==> src/rtl/pm_config_pkg.sv <==
package pm_config_pkg;
  localparam int REG_W      = 16;
  localparam int RATE_W     = 2;
  localparam int STATE_W    = 3;
  localparam int F_RATE_LO  = 0;
  localparam int F_SMI_EN   = 2;
  localparam int F_LOCK     = 3;
  localparam int F_SLP_EN   = 4;
  localparam int F_PWRBTN   = 5;

  localparam logic [STATE_W-1:0] ST_S1 = 3'd1;
  localparam logic [STATE_W-1:0] ST_S3 = 3'd3;
  localparam logic [STATE_W-1:0] ST_S4 = 3'd4;
  localparam logic [STATE_W-1:0] ST_S5 = 3'd5;

  // Period in ticks: the longest period halves for each step of the select.
  function automatic int unsigned period_ticks(input int unsigned longest,
                                               input logic [RATE_W-1:0] rate);
    return longest >> rate;
  endfunction

  function automatic logic deep_state(input logic [STATE_W-1:0] st);
    return (st == ST_S3) || (st == ST_S4) || (st == ST_S5);
  endfunction
endpackage

==> src/rtl/pm_config_regs.sv <==
module pm_config_regs
  import pm_config_pkg::*;
(
  input  logic              clk,
  input  logic              rst_n,
  input  logic              wr_en,
  input  logic [REG_W-1:0]  wr_data,
  input  logic              pwrbtn_in,
  output logic [RATE_W-1:0] rate,
  output logic              smi_en,
  output logic              slp_en,
  output logic              rate_restart,
  output logic [REG_W-1:0]  rd_data
);
  logic lock_q;
  logic btn_s1, btn_s2;

  assign rate_restart = wr_en && (wr_data[F_RATE_LO +: RATE_W] != rate);

  always_ff @(posedge clk or negedge rst_n) begin
    if (!rst_n) begin
      rate   <= '0;
      smi_en <= 1'b0;
      lock_q <= 1'b0;
      slp_en <= 1'b0;
      btn_s1 <= 1'b0;
      btn_s2 <= 1'b0;
    end else begin
      btn_s1 <= pwrbtn_in;
      btn_s2 <= btn_s1;
      if (wr_en) begin
        rate   <= wr_data[F_RATE_LO +: RATE_W];
        slp_en <= wr_data[F_SLP_EN];
        if (!lock_q) smi_en <= wr_data[F_SMI_EN];
        if (wr_data[F_LOCK]) lock_q <= 1'b1;
      end
    end
  end

  always_comb begin
    rd_data = '0;
    rd_data[F_RATE_LO +: RATE_W] = rate;
    rd_data[F_SMI_EN] = smi_en;
    rd_data[F_LOCK]   = lock_q;
    rd_data[F_SLP_EN] = slp_en;
    rd_data[F_PWRBTN] = btn_s2;
  end

  assert_lock_sticky_R4: assert property (@(posedge clk) disable iff (!rst_n)
    lock_q |=> lock_q);
  assert_en_held_R4: assert property (@(posedge clk) disable iff (!rst_n)
    lock_q |=> $stable(smi_en));
  assert_reserved_zero_R8: assert property (@(posedge clk) disable iff (!rst_n)
    rd_data[REG_W-1:F_PWRBTN+1] == '0);
endmodule

==> src/rtl/pm_config_periodic.sv <==
module pm_config_periodic
  import pm_config_pkg::*;
#(
  parameter int unsigned LONGEST_TICKS = 64
) (
  input  logic              clk,
  input  logic              rst_n,
  input  logic              sec_tick,
  input  logic [RATE_W-1:0] rate,
  input  logic              restart,
  input  logic              smi_en,
  output logic              smi_pulse
);
  localparam int CNT_W = $clog2(LONGEST_TICKS);

  logic [CNT_W-1:0] cnt_q;
  logic [CNT_W-1:0] last_cnt;
  logic             period_end;

  assign last_cnt   = CNT_W'(period_ticks(LONGEST_TICKS, rate) - 1);
  assign period_end = sec_tick && (cnt_q == last_cnt);

  always_ff @(posedge clk or negedge rst_n) begin
    if (!rst_n) begin
      cnt_q     <= '0;
      smi_pulse <= 1'b0;
    end else begin
      smi_pulse <= period_end && smi_en && !restart;
      if (restart)         cnt_q <= '0;
      else if (period_end) cnt_q <= '0;
      else if (sec_tick)   cnt_q <= cnt_q + 1'b1;
    end
  end

  assert_cnt_range_R1: assert property (@(posedge clk) disable iff (!rst_n)
    cnt_q <= last_cnt || $past(restart));
  assert_single_pulse_R1: assert property (@(posedge clk) disable iff (!rst_n)
    smi_pulse |=> !smi_pulse);
  assert_restart_clears_R2: assert property (@(posedge clk) disable iff (!rst_n)
    restart |=> (cnt_q == '0));
  assert_gated_R3: assert property (@(posedge clk) disable iff (!rst_n)
    !smi_en |=> !smi_pulse);
endmodule

==> src/rtl/pm_config_sleep.sv <==
module pm_config_sleep
  import pm_config_pkg::*;
(
  input  logic               clk,
  input  logic               rst_n,
  input  logic [STATE_W-1:0] sleep_state,
  input  logic               slp_en,
  output logic               cpu_sleep_n
);
  logic want_sleep;

  assign want_sleep = deep_state(sleep_state) || (slp_en && sleep_state == ST_S1);

  always_ff @(posedge clk or negedge rst_n) begin
    if (!rst_n) cpu_sleep_n <= 1'b1;
    else        cpu_sleep_n <= !want_sleep;
  end

  assert_deep_forced_R6: assert property (@(posedge clk) disable iff (!rst_n)
    deep_state(sleep_state) |=> !cpu_sleep_n);
  assert_awake_R5: assert property (@(posedge clk) disable iff (!rst_n)
    (sleep_state == '0) |=> cpu_sleep_n);
endmodule

==> src/rtl/pm_config_ctrl.sv <==
module pm_config_ctrl
  import pm_config_pkg::*;
#(
  parameter int unsigned LONGEST_TICKS = 64
) (
  input  logic        clk,
  input  logic        rst_n,
  input  logic        wr_en,
  input  logic [15:0] wr_data,
  output logic [15:0] rd_data,
  input  logic        pwrbtn_in,
  input  logic        sec_tick,
  input  logic [2:0]  sleep_state,
  output logic        smi_pulse,
  output logic        cpu_sleep_n
);
  logic [RATE_W-1:0] rate;
  logic              smi_en, slp_en, rate_restart;

  pm_config_regs u_regs (
    .clk(clk), .rst_n(rst_n), .wr_en(wr_en), .wr_data(wr_data),
    .pwrbtn_in(pwrbtn_in), .rate(rate), .smi_en(smi_en), .slp_en(slp_en),
    .rate_restart(rate_restart), .rd_data(rd_data)
  );

  pm_config_periodic #(.LONGEST_TICKS(LONGEST_TICKS)) u_periodic (
    .clk(clk), .rst_n(rst_n), .sec_tick(sec_tick), .rate(rate),
    .restart(rate_restart), .smi_en(smi_en), .smi_pulse(smi_pulse)
  );

  pm_config_sleep u_sleep (
    .clk(clk), .rst_n(rst_n), .sleep_state(sleep_state), .slp_en(slp_en),
    .cpu_sleep_n(cpu_sleep_n)
  );
endmodule

==> config.mk <==
export PLATFORM = sky130hd
export DESIGN_NAME = pm_config_ctrl
export DESIGN_NICKNAME = d
export VERILOG_FILES = /design/src/rtl/pm_config_pkg.sv /design/src/rtl/pm_config_regs.sv /design/src/rtl/pm_config_periodic.sv /design/src/rtl/pm_config_sleep.sv /design/src/rtl/pm_config_ctrl.sv
export SDC_FILE = /design/constraint.sdc
export NUM_CORES = 1
export LEC_CHECK = 0
export BUFFER_PORTS_ARGS = -buffer_cell sky130_fd_sc_hd__buf_2
export CAP_MARGIN = 25
export CORE_MARGIN = 2
export CORE_UTILIZATION = 45
export DETAILED_ROUTE_END_ITERATION = 16
export HOLD_SLACK_MARGIN = 0.15
export PLACE_DENSITY = 0.79
export SLEW_MARGIN = 25
export SYNTH_ARGS = -nofsm -noshare
export SYNTH_HDL_FRONTEND = slang
export SYNTH_SLANG_ARGS = --single-unit
==> constraint.sdc <==
create_clock -name clk -period 2.1 [get_ports clk]
set_clock_uncertainty 0.05 [all_clocks]
set_input_delay 0.21 -clock clk [delete_from_list [all_inputs] [get_ports clk]]
set_output_delay 0.21 -clock clk [all_outputs]
set_load 0.01 [all_outputs]
# Word level (Yosys, flattened, before mapping)
# Index checks and enable logic that the tools add are counted.
[classes]
n_shift = 1
n_mul = 0
mux = 3
bitwise_logic = 1
n_reduce_logical = 13
order_cmp = 0
div_mod_pow = 0
eq_ne = 6
n_addsub = 2
[ops]
columns = ["op", "count"]
rows = [
  ["$mux 6", 3],
  ["$shr 7x2->6 const A", 1],
  ["$add 6x1->6 const B", 1],
  ["$eq 3x3->1 const B", 2],
  ["$eq 6x6->1", 1],
  ["$sub 6x1->6 const B", 1],
  ["$logic_and 1x1->1", 5],
  ["$reduce_and 2->1", 2],
  ["$eq 3x1->1 const B", 1],
  ["$eq 3x2->1 const B", 1],
  ["$logic_or 1x1->1", 3],
  ["$reduce_bool 3->1", 1],
  ["$logic_not 1->1", 2],
  ["$ne 2x2->1", 1],
  ["$not 1->1", 1],
]
[totals]
output_inout_bits = 18
register_bits = 15
rom_bits = 0
elab_cells = 35
latchBits = 0
inputBits = 24
mem_count = 0
ram_bits = 0

# Longest topological paths before layout
# Gate-level depths: netlist (run 1).
[depth]
ltp_word = 6
ltp_mapped = 5
mapped_depth_nobuf = 5

# By module
# From an unflattened synthesis (run 1), not the netlist that was laid out.
[unflattened]
cells_unflattened = 72
hier_area_um2 = 810.8
[modules_own_cells]
columns = ["module", "cells_per_inst", "seq_area_each_um2", "instances", "area_each_um2"]
rows = [
  ["pm_config_regs", 33, 175.2, 1, 395.4],
  ["pm_config_periodic", 36, 175.2, 1, 372.9],
  ["pm_config_sleep", 3, 26.3, 1, 42.5],
]

# Worst setup path before layout (run 1)
# Ideal clock, no wire load.
[synth_path]
path_type = "register -> register"
from = "reg u_regs.rate[0]"
to = "reg u_periodic.smi_pulse"
stages_incl_launch_ff = 6
period_less_slack_ps = 1300
path_slack_ps = 800
t_arrival_ps = 1183
required_ps = 1983
n_path_buf = 1
setup_time_ps = 67
path_cell_list = "dfrtp_1 -> buf_4 -> xor2_1 -> nand3b_1 -> a31oi_4 -> and3b_1"
[synth_via]
elab_chain_len = 6
word_cells_on_any_way = 9
classes_between = "1 x add/sub; 2 x eq/ne; 1 x shift; 5 x reduce/logical"
[synth_lines]
columns = ["item", "line", "rtl"]
rows = [
  ["from (decl)", "pm_config_regs.sv:9", "output logic [RATE_W-1:0] rate,"],
  ["from (signal assigned)", "pm_config_regs.sv:32", "rate <= wr_data[F_RATE_LO +: RATE_W];"],
  ["$shr 7x2->6", "pm_config_pkg.sv:19", "return longest >> rate;"],
  ["$sub 6x1->6", "pm_config_periodic.sv:20", "assign last_cnt = CNT_W'(period_ticks(LONGEST_TICKS, rate) - 1);"],
  ["$eq 6x6->1", "pm_config_periodic.sv:21", "assign period_end = sec_tick && (cnt_q == last_cnt);"],
  ["$logic_and 1x1->1", "pm_config_periodic.sv:21", ""],
  ["$logic_and 1x1->1", "pm_config_periodic.sv:28", "smi_pulse <= period_end && smi_en && !restart;"],
  ["$logic_and 1x1->1 (*)", "pm_config_periodic.sv:28", ""],
  ["to (signal assigned)", "pm_config_periodic.sv:28", ""],
  ["to (decl)", "pm_config_periodic.sv:12", "output logic smi_pulse"],
]
# Every way passes the cells marked *; elsewhere a longest branch is shown, timed or not.
# A chain may end at the register's enable or synchronous reset.

# Worst setup path in the final report (run 1)
[layout_path]
from = "in sleep_state[1]"
to = "reg u_sleep.cpu_sleep_n"
[layout_via]
elab_chain_len = 5
word_cells_on_any_way = 9
classes_between = "4 x eq/ne; 5 x reduce/logical"
[layout_lines]
columns = ["item", "line", "rtl"]
rows = [
  ["from (decl)", "pm_config_ctrl.sv:13", "input logic [2:0] sleep_state,"],
  ["$eq 3x2->1 / $eq 3x3->1 (equally long branches)", "pm_config_pkg.sv:23", "return (st == ST_S3) || (st == ST_S4) || (st == ST_S5);"],
  ["$logic_or 1x1->1 (2 in series)", "pm_config_pkg.sv:23", ""],
  ["$logic_or 1x1->1 (*)", "pm_config_sleep.sv:12", "assign want_sleep = deep_state(sleep_state) || (slp_en && sleep_state == ST_S1);"],
  ["$logic_not 1->1 (*)", "pm_config_sleep.sv:16", "else cpu_sleep_n <= !want_sleep;"],
  ["to (signal assigned)", "pm_config_sleep.sv:16", ""],
  ["to (decl)", "pm_config_sleep.sv:8", "output logic cpu_sleep_n"],
]
# Marked as above.

==> results.ini, run 1 <==
[routing]
drc=0
antenna_left=0
routed_wl_um=1320
drt_iter0_drc=9
dr.pass1.iters=4
post_drt_wl_per_cell_um=10.6
post_drt_via_cell_ratio=4.60
vias=571

[worst_setup_path]
worst-path-buf-inv=3
crit_top_cell=dlygate4sd3_1
slowest_stage=dlygate4sd3_1
cpLargestDelayFamily=buffers and inverters
arrival_ns=1.73
required_ns=2.27
path_max_fanout=2
end_kind=register
slowest_delay_ns=0.55
start_kind=input port
r2r_start=u_regs.slp_en
startpoint=sleep_state[1]
criticalPathCategory=input port to register
crit_chain=dlygate4sd3_1, buf_2, o21ai_0, mux2_2, dlygate4sd3_1

[logic_synthesis]
synth-main-ff-cell=dfrtp_1
synth_warnings=0
synth_top_area_share=0.419
yosysUniqueCellTypes=27
async_reset_ff_frac=1.00
synth_enable_flop_cells=0
synth-seq-cells=15
synth_top_cell_by_area=dfrtp_1
synth_common_cells=buf_4, dfrtp_1, nor2_1
ys_seq_area_frac=0.451
syn-cell-area_um2=836
avgSynthCellArea_um2=11.1
yosys-top-cells-area=dfrtp_1, buf_4, mux2_2, xnor2_1, dfstp_2
yosysMostFrequentCell=buf_4
synthCells=75

[floorplan]
placementRows=15
start_util=0.479
boundaryPins=42
dieArea_um2=2220
die_h_um=47.1
die_w_um=47.1
fp.coreArea_um2=1750

[power_and_ir_drop]
p_leak_uw=0.000455
ir_worst_vdd_mv=0.642
power-per-cell-area_nw_per_um2=640

[finish]
nets=125
syn2layout_area_growth_pct=17.8
drive_gt1_frac=0.343
fin_util=0.564
fillers=154
diodes=0

[clock_tree]
cts_buffer_depth=2
hold_buffers=9
clk_latency_ns=0.28
numCtsBuffers=3
clk_pin_slew_ns=0.09
cts_resized=0
cts_tree=built
clock-root-buffer=clkbuf_4
cts_setup_buffers=0
clock-sinks=15
htreeDepth=1

[sta]
setup_tns_ns=0
hold_viol=0
timing.final.ws_setup_ns=0.538
clock.fmax_mhz=640
rsz0062_at_grt=no
drv_slew=0
finalCritPeriodShare=0.744
setup_viol=0
fin_crit_ns=1.56

[placement]
gp_congestion=0.658
dp_slack_ns=0.746
io_buffer_count=20

[min_path]
hp-start=wr_en
hp-class=input port to register

[global_route]
grt_pass1_vias=551
antenna_found_initial=0
grt_pass1_wl_um=2200
grt_util_all_layers=0.145
grt_overflow=0
grt_max_degree=16

[flow_run]
maxCapViolCount=0

[status]
outcome=finished clean

[state kept, by name, indices dropped and copies added, names as in the netlist]
| register | flops |
|---|---|
| u_sleep.cpu_sleep_n | 1 |
| u_regs.btn_s1 | 1 |
| u_regs.smi_en | 1 |
| u_periodic.cnt_q | 6 |
| u_regs.slp_en | 1 |
| u_regs.lock_q | 1 |
| u_periodic.smi_pulse | 1 |
| u_regs.btn_s2 | 1 |
| u_regs.rate | 2 |
[layout make-up]
class                      count  area (um^2)  share of cell area
sequential                    15          377               0.382
multi-input combinational     51          359               0.365
timing repair buffer          29          190               0.193
tap                           25         31.3              0.0318
clock buffer                   3         22.5              0.0229
clock inverter                 1         5.00             0.00508
[power by group]
group / internal, uW / switching, uW
combinational: 64.4 / 63.3
clock: 70.7 / 88.2
sequential: 317 / 26.7
[through the flow]
stage | cells | power (uW) | hold slack (ns) | cell area (um^2)
2_1_floorplan | 84 | 450 | -0.136 | 870
3_3_place_gp | 111 | 456 | 0.0719 | 867
3_5_place_dp | 111 | 464 | 0.0778 | 867
4_1_cts | 124 | 636 | 0.179 | 985
5_1_grt | 124 | 674 | 0.184 | 985
6_report | 124 | 630 | 0.182 | 985
[worst reg2reg max path, delay by kind of cell (launching register included)]
kind | cells | cell delay, ns
mux | 1 | 0.26
buf+inv | 1 | 0.55
compound gates | 1 | 0.08
flops | 1 | 0.35
[kinds of logic (layout without fill, tap and decap cells)]
logic type	count (synthesis)	in the layout	share of synthesized area
xor gates and xnor gates	8	8	0.0928
other	1	10	0.00449
buffers and inverters	18	33	0.160
adders and majority gates	1	1	0.0150
DFF	15	15	0.451
muxes	6	6	0.0793
AOI/OAI and AO/OA	6	6	0.0689
and+or+nand+nor	20	20	0.129
[worst paths after layout]
path,endpoint,slack (ns),depth (start not counted)
hold reg to reg,u_regs.btn_s2,0.31,0
min in group asynchronous,u_periodic.smi_pulse,0.29,2
setup / recovery,u_sleep.cpu_sleep_n,0.54,5
hold / removal,u_regs.lock_q,0.18,2
max in group asynchronous,u_sleep.cpu_sleep_n,1.42,2
setup reg to reg,u_sleep.cpu_sleep_n,0.75,3
[layer usage]
metal | track usage | vias up | share of wire
met4 | 0.0167 | 0 | 0
met1 | 0.152 | 270 | 0.41
met5 | 0 | - | 0
li1 | - | 276 | -
met2 | 0.277 | 25 | 0.52
met3 | 0.0577 | 0 | 0.070
[cells in the final DEF, fill, tap and decap left out]
cell	instances
and3b_1	1
nand2_1	2
mux2i_1	1
buf_2	20
dfstp_2	1
mux2_2	5
clkbuf_4	3
a21boi_2	1
xnor2_1	4
xor2_1	3
dfrtp_1	14
a21o_1	1
ha_1	1
nor3_1	4
nor2b_1	1
nand3b_1	1
o21ai_0	1
conb_1	10
a21oi_1	1
nor2_1	6
clkinv_2	1
a211oi_1	1
nand4_1	2
nand4_2	1
nand3_1	2
xor2_2	1
dlygate4sd3_1	9
a31oi_4	1
Power figures use the tool's default switching activity.
==> inputs of run 2 (changes only) <==
Settings changed: CORE_UTILIZATION 45 to 40, PLACE_DENSITY 0.79 to 0.74.
Clock period 2.1 ns to 1.3 ns, I/O delays scaled along.
==> run 2 against run 1 <==
Net effect: die area up 11%; combinational power up 91%; hold slack worse by 0.012 ns; core utilization down 2.2 points; critical path depth down 1; highest routed layer is now met4; flip-flop and latch count unchanged; via count up 4.0%; non-clock buffer count up 8; global-route usage down 1.1 points; clock power up 66%; sequential share of layout area down 2.6 points.
==> results.ini, run 2 (synthesis gave the netlist of run 1 again) <==
[clock_tree]
clk_latency_ns=0.28  ; about the same
cts_tree=built
clock-root-buffer=clkbuf_4
htreeDepth=1  ; unchanged
numCtsBuffers=3  ; unchanged
clock-sinks=15  ; unchanged
clk_pin_slew_ns=0.09  ; about the same
cts_buffer_depth=2  ; unchanged

[status]
outcome=finished clean

[finish]
drive_gt1_frac=0.402  ; +0.0584
diodes=0  ; unchanged
largest_register=u_periodic.cnt_q
multi_input_area_um2=369  ; +2.8%
syn2layout_area_growth_pct=27.2
regArea_um2=379  ; +0.66%
final_common_cell=buf_2
final_cell_mix=buf_2, dfrtp_1, dlygate4sd3_1
nets=133  ; +6.4%
largest_reg_flops=6  ; unchanged
fillers=177  ; +15%
instances_no_fill=134  ; +8.1%
largestRegisters=u_periodic.cnt_q x6, u_regs.rate x2

[floorplan]
start_util=0.426  ; -0.0528
boundaryPins=42  ; unchanged
placementRows=16  ; +1
die_h_um=49.7  ; +5.6%
fp.coreArea_um2=1960  ; +12%
dieArea_um2=2470  ; +11%
die_w_um=49.7  ; +5.6%

[power_and_ir_drop]
ir_worst_vdd_mv=0.721  ; +12%
p_switching_uw=298  ; +67%
power.total_uw=1060  ; +68%
power-per-cell-area_nw_per_um2=998  ; +56%
seq_power_share=0.521  ; -0.024
power_frac_comb=0.230  ; +0.027
p_leak_uw=0.000504  ; +11%
clockPowerShare=0.248  ; -0.004
p_sw_frac=0.280  ; -0.00248
p_int_uw=764  ; +69%

[routing]
post_drt_wl_per_cell_um=11.3  ; +5.7%
met1_length_um=623  ; +16%
dr.pass1.iters=2  ; -2
drc=0  ; unchanged
drt_iter0_drc=8  ; -1
post_drt_via_cell_ratio=4.43  ; -3.7%
top_layer_used=met4
wl_met3_um=78  ; -15%
vias=594  ; +4.0%
wl_met2_um=792  ; +15%
antenna_left=0  ; unchanged
routed_wl_um=1510  ; +14%

[global_route]
grt_pass1_wl_um=2500  ; +13%
grt_pass1_vias=610  ; +11%
antenna_found_initial=0  ; unchanged
grt_overflow=0  ; unchanged
grt_max_degree=16  ; unchanged
grt_util_all_layers=0.134  ; -0.0105

[sta]
rsz0062_at_grt=yes
fin_crit_ns=1.29
clock.fmax_mhz=774
hold_viol=0  ; unchanged
hold_slack_ns=0.171  ; -0.0115 ns
setup_tns_ns=0  ; unchanged
setup_viol=0  ; unchanged
finalCritPeriodShare=0.993
drv_slew=0  ; unchanged

[worst_setup_path]
arrival_ns=1.46  ; -0.27 ns
criticalPathCategory=register to register
end_kind=register
start_kind=register
required_ns=1.47  ; -0.80 ns
path_max_fanout=5  ; +3
reg2reg_setup_slack_ns=0.008  ; -0.74 ns

[flow_run]
maxCapViolCount=0  ; unchanged

[placement]
dp.cells=116  ; +4.5%
io_buffer_count=20  ; unchanged
gp_congestion=0.704  ; +6.9%
dp_hpwl_um=1000

[min_path]
hp-class=input port to register

[run 2: worst paths after layout]
kind / startpoint / to / depth (start not counted)
min reg2reg: u_regs.btn_s1 / u_regs.btn_s2 / 0
min in group asynchronous: rst_n / u_regs.lock_q / 2
max reg2reg: u_regs.rate[0] / u_periodic.smi_pulse / 4
max in group asynchronous: rst_n / u_sleep.cpu_sleep_n / 2
max: u_regs.rate[0] / u_periodic.smi_pulse / 4
min: sec_tick / u_periodic.cnt_q[0] / 3
[run 2: area by class of cell]
| cell class | instances | share of cell area |
|---|---|---|
| timing repair buffer | 37 | 0.240 |
| multi-input combinational | 51 | 0.347 |
| sequential | 15 | 0.356 |
| clock buffer | 4 | 0.0247 |
| tap | 27 | 0.0318 |
[run 2: worst max-delay path, cell delays in order (launching register included)]
cell	delay, ns
dfrtp_2	0.46
xor2_1	0.16
nand3b_1	0.14
a31oi_4	0.23
and3b_1	0.19
[run 2: metal layers]
layer	vias to the layer above	global-route usage
met2	22	0.242
met3	2	0.0333
met1	281	0.142
met4	0	0.0694
li1	289	-
met5	-	0
[run 2: timing repair]
item                       in CTS  in global routing
gates resized for setup         2                  2
buffers inserted                1                  2
hold endpoints to repair       22                  0
hold buffers                   11                  0
pin swaps                       3                  0
setup endpoints to repair       5                  6
[run 2: stage by stage]
step,cell area [um^2],setup WS (ns),utilization
detailed placement,892,-0.0423,0.455
global placement,892,-0.0159,0.455
floorplan,870,0.000269,-
global route,1060,-0.0650,0.542
CTS,1040,0.00427,0.529
finish,1060,0.00849,0.542
[run 2: power groups by stage]
stage / Sequential, uW / Combinational (uW) / Clock, uW
after floorplan: 552 / 176 / 0
after global placement: 561 / 187 / 0
after detailed placement: 564 / 194 / 0
after CTS: 556 / 221 / 277
after global routing: 561 / 273 / 301
final: 553 / 244 / 264
